==> src/rtl/intr_front_pkg.sv <==
package intr_front_pkg;
  // Register byte offsets within the window
  localparam int OFS_GLOBAL = 'h1C;
  localparam int OFS_STATUS = 'h20;
  localparam int OFS_ENABLE = 'h28;
  localparam int OFS_KEY    = 'h40;
  // Soft-reset key and global enable position
  localparam int RESET_KEY  = 'hA;
  localparam int GLOBAL_BIT = 31;

  typedef enum logic [2:0] {
    SEL_NONE, SEL_GLOBAL, SEL_STATUS, SEL_ENABLE
  } regSel_e;

  typedef struct packed {
    logic    wrGlobal;
    logic    wrStatus;
    logic    wrEnable;
    logic    keyHit;
    regSel_e readSel;
  } ctrlStrobe_t;
endpackage

==> src/rtl/intr_front_ctrl.sv <==
module intr_front_ctrl
  import intr_front_pkg::*;
#(
  parameter int ADDR_W = 7,
  parameter int DATA_W = 32
) (
  input  logic              regValid,
  input  logic              regWrite,
  input  logic [ADDR_W-1:0] regAddr,
  input  logic [DATA_W-1:0] regWdata,
  output ctrlStrobe_t       strobes
);
  logic isWrite;
  logic hitGlobal, hitStatus, hitEnable, hitKey;

  assign isWrite   = regValid && regWrite;
  assign hitGlobal = (regAddr == ADDR_W'(OFS_GLOBAL));
  assign hitStatus = (regAddr == ADDR_W'(OFS_STATUS));
  assign hitEnable = (regAddr == ADDR_W'(OFS_ENABLE));
  assign hitKey    = (regAddr == ADDR_W'(OFS_KEY));

  always_comb begin
    strobes.wrGlobal = isWrite && hitGlobal;
    strobes.wrStatus = isWrite && hitStatus;   // write-one-clear
    strobes.wrEnable = isWrite && hitEnable;
    // only the exact full-width key value is accepted
    strobes.keyHit   = isWrite && hitKey && (regWdata == DATA_W'(RESET_KEY));
    if (hitGlobal)      strobes.readSel = SEL_GLOBAL;
    else if (hitStatus) strobes.readSel = SEL_STATUS;
    else if (hitEnable) strobes.readSel = SEL_ENABLE;
    else                strobes.readSel = SEL_NONE;  // key reg reads zero
  end
endmodule

==> src/rtl/intr_front_dp.sv <==
module intr_front_dp
  import intr_front_pkg::*;
#(
  parameter int EVENT_W = 8,
  parameter int DATA_W  = 32
) (
  input  logic               clk,
  input  logic               rstN,
  input  ctrlStrobe_t        strobes,
  input  logic [EVENT_W-1:0] wrBits,
  input  logic               wrGlobalBit,
  input  logic [EVENT_W-1:0] eventIn,
  output logic [DATA_W-1:0]  regRdata,
  output logic               irqOut,
  output logic               coreReset,
  output logic [EVENT_W-1:0] statusVec,
  output logic [EVENT_W-1:0] enableVec,
  output logic               globalEn
);
  logic [EVENT_W-1:0] statusQ;
  logic [EVENT_W-1:0] enableQ;
  logic               globalQ;
  logic               coreResetQ;

  // one sticky cell per event; clear wins in its cycle
  for (genvar b = 0; b < EVENT_W; b++) begin : gStatus
    always_ff @(posedge clk or negedge rstN) begin
      if (!rstN)                 statusQ[b] <= 1'b0;
      else if (strobes.wrStatus) statusQ[b] <= statusQ[b] & ~wrBits[b];
      else                       statusQ[b] <= statusQ[b] | eventIn[b];
    end
  end

  always_ff @(posedge clk or negedge rstN) begin
    if (!rstN) begin
      enableQ    <= '0;
      globalQ    <= 1'b0;
      coreResetQ <= 1'b0;
    end else begin
      if (strobes.wrEnable) enableQ <= wrBits;
      if (strobes.wrGlobal) globalQ <= wrGlobalBit;
      coreResetQ <= strobes.keyHit;  // one-cycle pulse
    end
  end

  // global gate over the pending set
  assign irqOut    = globalQ && (|(statusQ & enableQ));
  assign coreReset = coreResetQ;

  always_comb begin
    regRdata = '0;
    unique case (strobes.readSel)
      SEL_GLOBAL: regRdata[GLOBAL_BIT]  = globalQ;
      SEL_STATUS: regRdata[EVENT_W-1:0] = statusQ;
      SEL_ENABLE: regRdata[EVENT_W-1:0] = enableQ;
      default:    regRdata = '0;
    endcase
  end

  assign statusVec = statusQ;
  assign enableVec = enableQ;
  assign globalEn  = globalQ;
endmodule

==> src/rtl/intr_front_top.sv <==
module intr_front_top
  import intr_front_pkg::*;
#(
  parameter int EVENT_W = 8,
  parameter int ADDR_W  = 7,
  parameter int DATA_W  = 32
) (
  input  logic               clk,
  input  logic               rstN,
  input  logic               regValid,
  input  logic               regWrite,
  input  logic [ADDR_W-1:0]  regAddr,
  input  logic [DATA_W-1:0]  regWdata,
  output logic [DATA_W-1:0]  regRdata,
  input  logic [EVENT_W-1:0] eventIn,
  output logic               irqOut,
  output logic               coreReset
);
  ctrlStrobe_t        strobes;
  logic [EVENT_W-1:0] statusVec;
  logic [EVENT_W-1:0] enableVec;
  logic               globalEn;

  intr_front_ctrl #(.ADDR_W(ADDR_W), .DATA_W(DATA_W)) ctrl_i (
    .regValid (regValid),
    .regWrite (regWrite),
    .regAddr  (regAddr),
    .regWdata (regWdata),
    .strobes  (strobes)
  );

  intr_front_dp #(.EVENT_W(EVENT_W), .DATA_W(DATA_W)) dp_i (
    .clk         (clk),
    .rstN        (rstN),
    .strobes     (strobes),
    .wrBits      (regWdata[EVENT_W-1:0]),
    .wrGlobalBit (regWdata[GLOBAL_BIT]),
    .eventIn     (eventIn),
    .regRdata    (regRdata),
    .irqOut      (irqOut),
    .coreReset   (coreReset),
    .statusVec   (statusVec),
    .enableVec   (enableVec),
    .globalEn    (globalEn)
  );
endmodule

==> config.mk <==
export PLATFORM = sky130hd
export DESIGN_NAME = intr_front_top
export DESIGN_NICKNAME = d
export VERILOG_FILES = /design/src/rtl/intr_front_pkg.sv /design/src/rtl/intr_front_ctrl.sv /design/src/rtl/intr_front_dp.sv /design/src/rtl/intr_front_top.sv
export SDC_FILE = /design/constraint.sdc
export NUM_CORES = 1
export LEC_CHECK = 0
export BUFFER_PORTS_ARGS = -buffer_cell sky130_fd_sc_hd__buf_2
export CAP_MARGIN = 25
export CORE_ASPECT_RATIO = 0.75
export CORE_UTILIZATION = 41
export DETAILED_ROUTE_END_ITERATION = 12
export PLACE_DENSITY = 0.84
export SYNTH_ARGS = -nofsm -noshare
export SYNTH_HDL_FRONTEND = slang
export SYNTH_SLANG_ARGS = --single-unit
==> constraint.sdc <==
create_clock -name clk -period 2 [get_ports clk]
set_input_delay 0.2 -clock clk [delete_from_list [all_inputs] [get_ports clk]]
set_output_delay 0.2 -clock clk [all_outputs]
set_load 0.005 [all_outputs]
[Yosys cells after proc, flatten, opt, wreduce, memory -nomap -nowiden]
Index checks and enable logic that the tools add are counted.
Word-level totals
  register bits: 18
  bits in latches: 0
  memory bits (writable): 0
  bits in read-only memories: 0
  input bits: 51
  memories: 0
Cells by class
  $add $sub $neg: 0
  multipliers: 0
  divide/modulo/power cells: 0
  magnitude comparators: 0
  equal/unequal tests: 8
  shifts and indexed selects: 0
  muxes and demuxes: 13
  bitwise gates (word level): 25
  reduce and logical (&&, ||, !) cells: 8
Operators by type and width (count)
  32-bit by 4-bit equality test with 1-bit output (second input constant): 1
  8-bit case mux with 2 select lines: 1
  7-bit by 6-bit equality test with 1-bit output (second input constant): 2
  1-bit two-way mux: 9
  1-bit bitwise AND: 8
  8-bit bitwise AND: 1
  1-bit inverter: 8
  1-bit bitwise OR: 8
  8-bit OR reduction: 1
  7-bit by 5-bit equality test with 1-bit output (second input constant): 1
  7-bit equality test (second input constant): 1
  1-bit logical AND: 7
  3-bit by 2-bit equality test with 1-bit output (second input constant): 2
  3-bit two-way mux: 2
  3-bit by 1-bit equality test with 1-bit output (second input constant): 1
  2-bit two-way mux: 1

[Logic depth before layout (Yosys ltp)]
  depth after elaboration: 6
  depth in mapped cells: 5
  gate-level depth less buffers: 3

[Cells and area by module]
Synthesis repeated with hierarchy kept, for this count alone.
Unflattened totals
  cell total of the unflattened synthesis: 126
  area total of the unflattened synthesis: 1261.2 µm²
Modules (own cells, without submodules)
  intr_front_dp: times used 1, cells an instance 97, area an instance 1074.8 µm², seq. area each 450.4 µm²
  intr_front_ctrl: times used 1, cells an instance 29, area an instance 186.4 µm², seq. area each 0.0 µm²

[Worst setup path before layout]
Ideal clock, no wire load.
  path kind: input-to-output
  start: input port regAddr[6]
  end: output port regRdata[0]
  arrival: 1.400 ns
  data required time: 1.800 ns
  slack: 0.400 ns
  stages: 5
  buffers on the path: 2
  cell sequence: or3b_2 -> buf_6 -> or2_2 -> buf_2 -> nor2_1
Between the ends
  cells in the longest elaborated chain, start to end: 6
  elaborated cells between the ends (all ways): 9
  classes of those cells: eq/ne: 5; mux: 4
RTL lines
  start: declaration: line intr_front_top.sv:12  | input logic [ADDR_W-1:0] regAddr,
  7-bit by 6-bit equality test with 1-bit output: line intr_front_ctrl.sv:19  | assign hitEnable = (regAddr == ADDR_W'(OFS_ENABLE));
  2-bit two-way mux: line intr_front_ctrl.sv:30  | else if (hitEnable) strobes.readSel = SEL_ENABLE;
  3-bit two-way mux: line intr_front_ctrl.sv:29  | else if (hitStatus) strobes.readSel = SEL_STATUS;
  3-bit two-way mux (*): line intr_front_ctrl.sv:28  | if (hitGlobal) strobes.readSel = SEL_GLOBAL;
  3-bit by 2-bit equality test with 1-bit output: line intr_front_dp.sv:52  | unique case (strobes.readSel)
  8-bit case mux with 2 select lines (*): line intr_front_dp.sv:52
  end: declaration: line intr_front_top.sv:14  | output logic [DATA_W-1:0] regRdata,
Mark *: on every way between the ends. The rest lies on a longest branch, timed or not.

[Final worst setup path]
  start: input port regAddr[6]
  end: output port regRdata[4]
Same word-level chain as after synthesis.

==> flow_summary.yaml <==
routing:
  drc: 0
  drtPass1Iterations: 5
  routedWlPerCell_um: 12.8
  vias: 1136
  ant_nets: 0
  post_drt_via_cell_ratio: 4.92
  drtIter0Drc: 52
  routed_wl_mm: 2.96
yosys:
  yosysUniqueCellTypes: 28
  synth-seq-area-share_pct: 35.7
  synth_warnings: 0
  syn-instance-count: 130
  synth_area_per_cell_um2: 9.71
  synth_area_um2: 1260
  ys_ff_latch: 18
global_route:
  gr-usage-met1_pct: 25.9
  antenna_found_initial: 0
  gr-max-usage-layer: "met2"
  use_met2_pct: 31.3
  met3_usage_pct: 5.79
  grt_first_pass_wirelength_mm: 4.73
  grt-ovfl-total: 0
  grt_pass1_vias: 986
  track_usage_pct: 19.6
  grt_max_degree: 19
power:
  leakage_nw: 0.830
  vdd.ir_drop.worst_v: 0.000387
  p_per_area_nw_per_um2: 489
sta:
  slew_violations: 0
  setup_tns_ps: 0
  whs_ps: 165
  worst_pin_slew_ps: 507
  min_period_over_period_pct: 86.8
  setup_viol: 0
  rsz0062_at_grt: "no"
  skew_ps: 0
  fmax_ghz: 0.576
  max-slew-margin-rel_pct: 65.7
  finalHoldViolCount: 0
  finalCriticalPeriod_ps: 1740
clocking:
  cts_buffer_depth: 2
  post-cts-setup-buffer-count: 0
  numClockSinks: 18
  clock-root-buffer: "clkbuf_8"
  cts_made_buffers: 3
  ctsHoldBuffers: 1
  cts_tree: "built"
  cts_resized: 0
  clk_latency_ps: 260
  clk_pin_slew_ps: 60
  h-tree-depth: 1
floorplan:
  start_util_pct: 43.0
  die_h_um: 50.1
  rows: 17
  io_pins: 85
  die_w_um: 66.1
  core_um2: 2940
  die_area_um2: 3310
worst_setup_path:
  cp_max_fo: 8
  cp-start-kind: "primary input"
  endpoint_kind: "primary output"
  crit_type: "in -> out"
  slowest_delay_ps: 550
  cp_slowest_cell: "or3b_2"
  cp_top_family: "simple AND/OR/NAND/NOR gates"
  critical_path_required_ps: 1800
  critPathArrivalTime_ps: 1540
  crit_buf_inv: 2
  worst_path_most_repeated_cell: "buf_2"
  crit_chain: "buf_2 -> or3b_2 -> or2_2 -> nor2_1 -> buf_2"
worst_hold_path:
  hold_path_class: "in -> reg"
layout:
  drive_gt1_share_pct: 43.0
  nNetsFinal: 246
  insertedDiodeCount: 0
  area_growth_pct: 24.1
  fill_cells: 277
place:
  gp_congestion: 0.815
  dp_hpwl_mm: 2.32
  portBuffers: 61
status:
  outcome: "complete, no violations"
flow_run:
  cap_violations: 0
## kinds of logic (layout without fill, tap and decap cells)
logic type,Yosys count,in the layout,synth area share [%]
compound gates,21,21,12.2
buf+inv,40,81,20.1
mux,17,17,14.4
flops,18,18,35.7
other cells,1,23,0.297
simple gates,33,33,17.3
## flip-flops by register name, summed over array words and instances (netlist names)
| name | cells |
|---|---|
| dp_i.coreReset | 1 |
| dp_i.globalEn | 1 |
| dp_i.statusVec | 8 |
| dp_i.enableVec | 8 |
## cells in the final DEF (no fill, tap or decap), drive strengths merged
cell	Yosys	layout
or2	1	1
o41ai	4	4
dlygate4sd3	0	1
nand4	1	1
a41oi	1	1
nor4b	3	3
clkbuf	0	3
nor2	8	8
or4	4	4
dfrtp	18	18
o21ai	4	4
nor4	3	3
nand3	3	3
mux2	9	9
nand3b	1	1
buf	27	64
inv	13	13
nand2	1	1
a22oi	8	8
conb	1	23
or3b	1	1
o31ai	4	4
or3	1	1
mux2i	8	8
nor3	6	6
## stage by stage
stage | setup slack, ps | cells | util (%) | cell area (um^2) | power [W]
global route | 197 | 231 | 53.4 | 1570 | 0.000805
floorplan | 400 | 152 | - | 1350 | 0.000479
finish | 263 | 231 | 53.4 | 1570 | 0.000766
detailed placement | 218 | 227 | 51.6 | 1520 | 0.000519
CTS | 269 | 231 | 53.4 | 1570 | 0.000774
global placement | 265 | 227 | 51.6 | 1520 | 0.000517
## worst paths after layout
check / startpoint / to / slack (ps) / cells past startpoint
setup / recovery: regAddr[6] / regRdata[4] / 260 / 5
hold / removal: regWdata[2] / dp_i.statusVec[2] / 170 / 2
setup reg to reg: dp_i.enableVec[2] / dp_i.enableVec[2] / 1220 / 1
hold reg to reg: dp_i.globalEn / dp_i.globalEn / 510 / 1
max in group asynchronous: rstN / dp_i.statusVec[3] / 1290 / 2
min in group asynchronous: rstN / dp_i.statusVec[2] / 420 / 2
## metal layers
| metal | vias to the layer above | part of all wire (%) |
|---|---|---|
| met1 | 532 | 46 |
| met4 | 0 | 0.85 |
| met3 | 5 | 7.6 |
| met5 | - | 0 |
| met2 | 48 | 46 |
| li1 | 551 | - |
## synthesized netlist by cell type
| master | number | area share (%) |
|---|---|---|
| buf_4 | 23 | 14 |
| dfrtp_1 | 18 | 36 |
| inv_1 | 13 | 3.9 |
| mux2_2 | 9 | 8.0 |
| a22oi_1 | 8 | 4.8 |
| mux2i_1 | 8 | 6.3 |
| nor2_1 | 8 | 2.4 |
| o21ai_0 | 4 | 1.6 |
| o31ai_1 | 4 | 2.4 |
| o41ai_1 | 4 | 2.8 |
| nand3_1 | 3 | 1.2 |
| nor3_1 | 3 | 1.2 |
| nor4_1 | 3 | 1.5 |
| nor4b_1 | 3 | 2.1 |
| or4_1 | 3 | 1.8 |
| buf_2 | 2 | 0.79 |
| buf_6 | 2 | 1.8 |
| nor3_2 | 2 | 1.6 |
| a41oi_1 | 1 | 0.69 |
| conb_1 | 1 | 0.30 |
| nand2_1 | 1 | 0.30 |
| nand3b_1 | 1 | 0.59 |
| nand4_1 | 1 | 0.50 |
| nor3_4 | 1 | 1.3 |
| or2_2 | 1 | 0.50 |
| or3_4 | 1 | 0.89 |
| or3b_2 | 1 | 0.69 |
| or4_4 | 1 | 0.89 |
## where the power goes
part,internal [W],leakage [nW],switching [W]
sequential,0.000373,0.208,0.00000653
combinational,0.0000655,0.600,0.0000693
clock,0.000134,0.0216,0.000118
## final cells by class
cell class | instances | area, um^2 | share of cell area [%]
clock buffers | 3 | 41.3 | 2.64
inverters | 13 | 48.8 | 3.12
multi-input cells | 94 | 641 | 40.9
flip-flops and latches | 18 | 450 | 28.8
well taps | 38 | 47.5 | 3.04
repair buffers | 65 | 338 | 21.6
No activity file was read; power rests on OpenSTA's default activity.
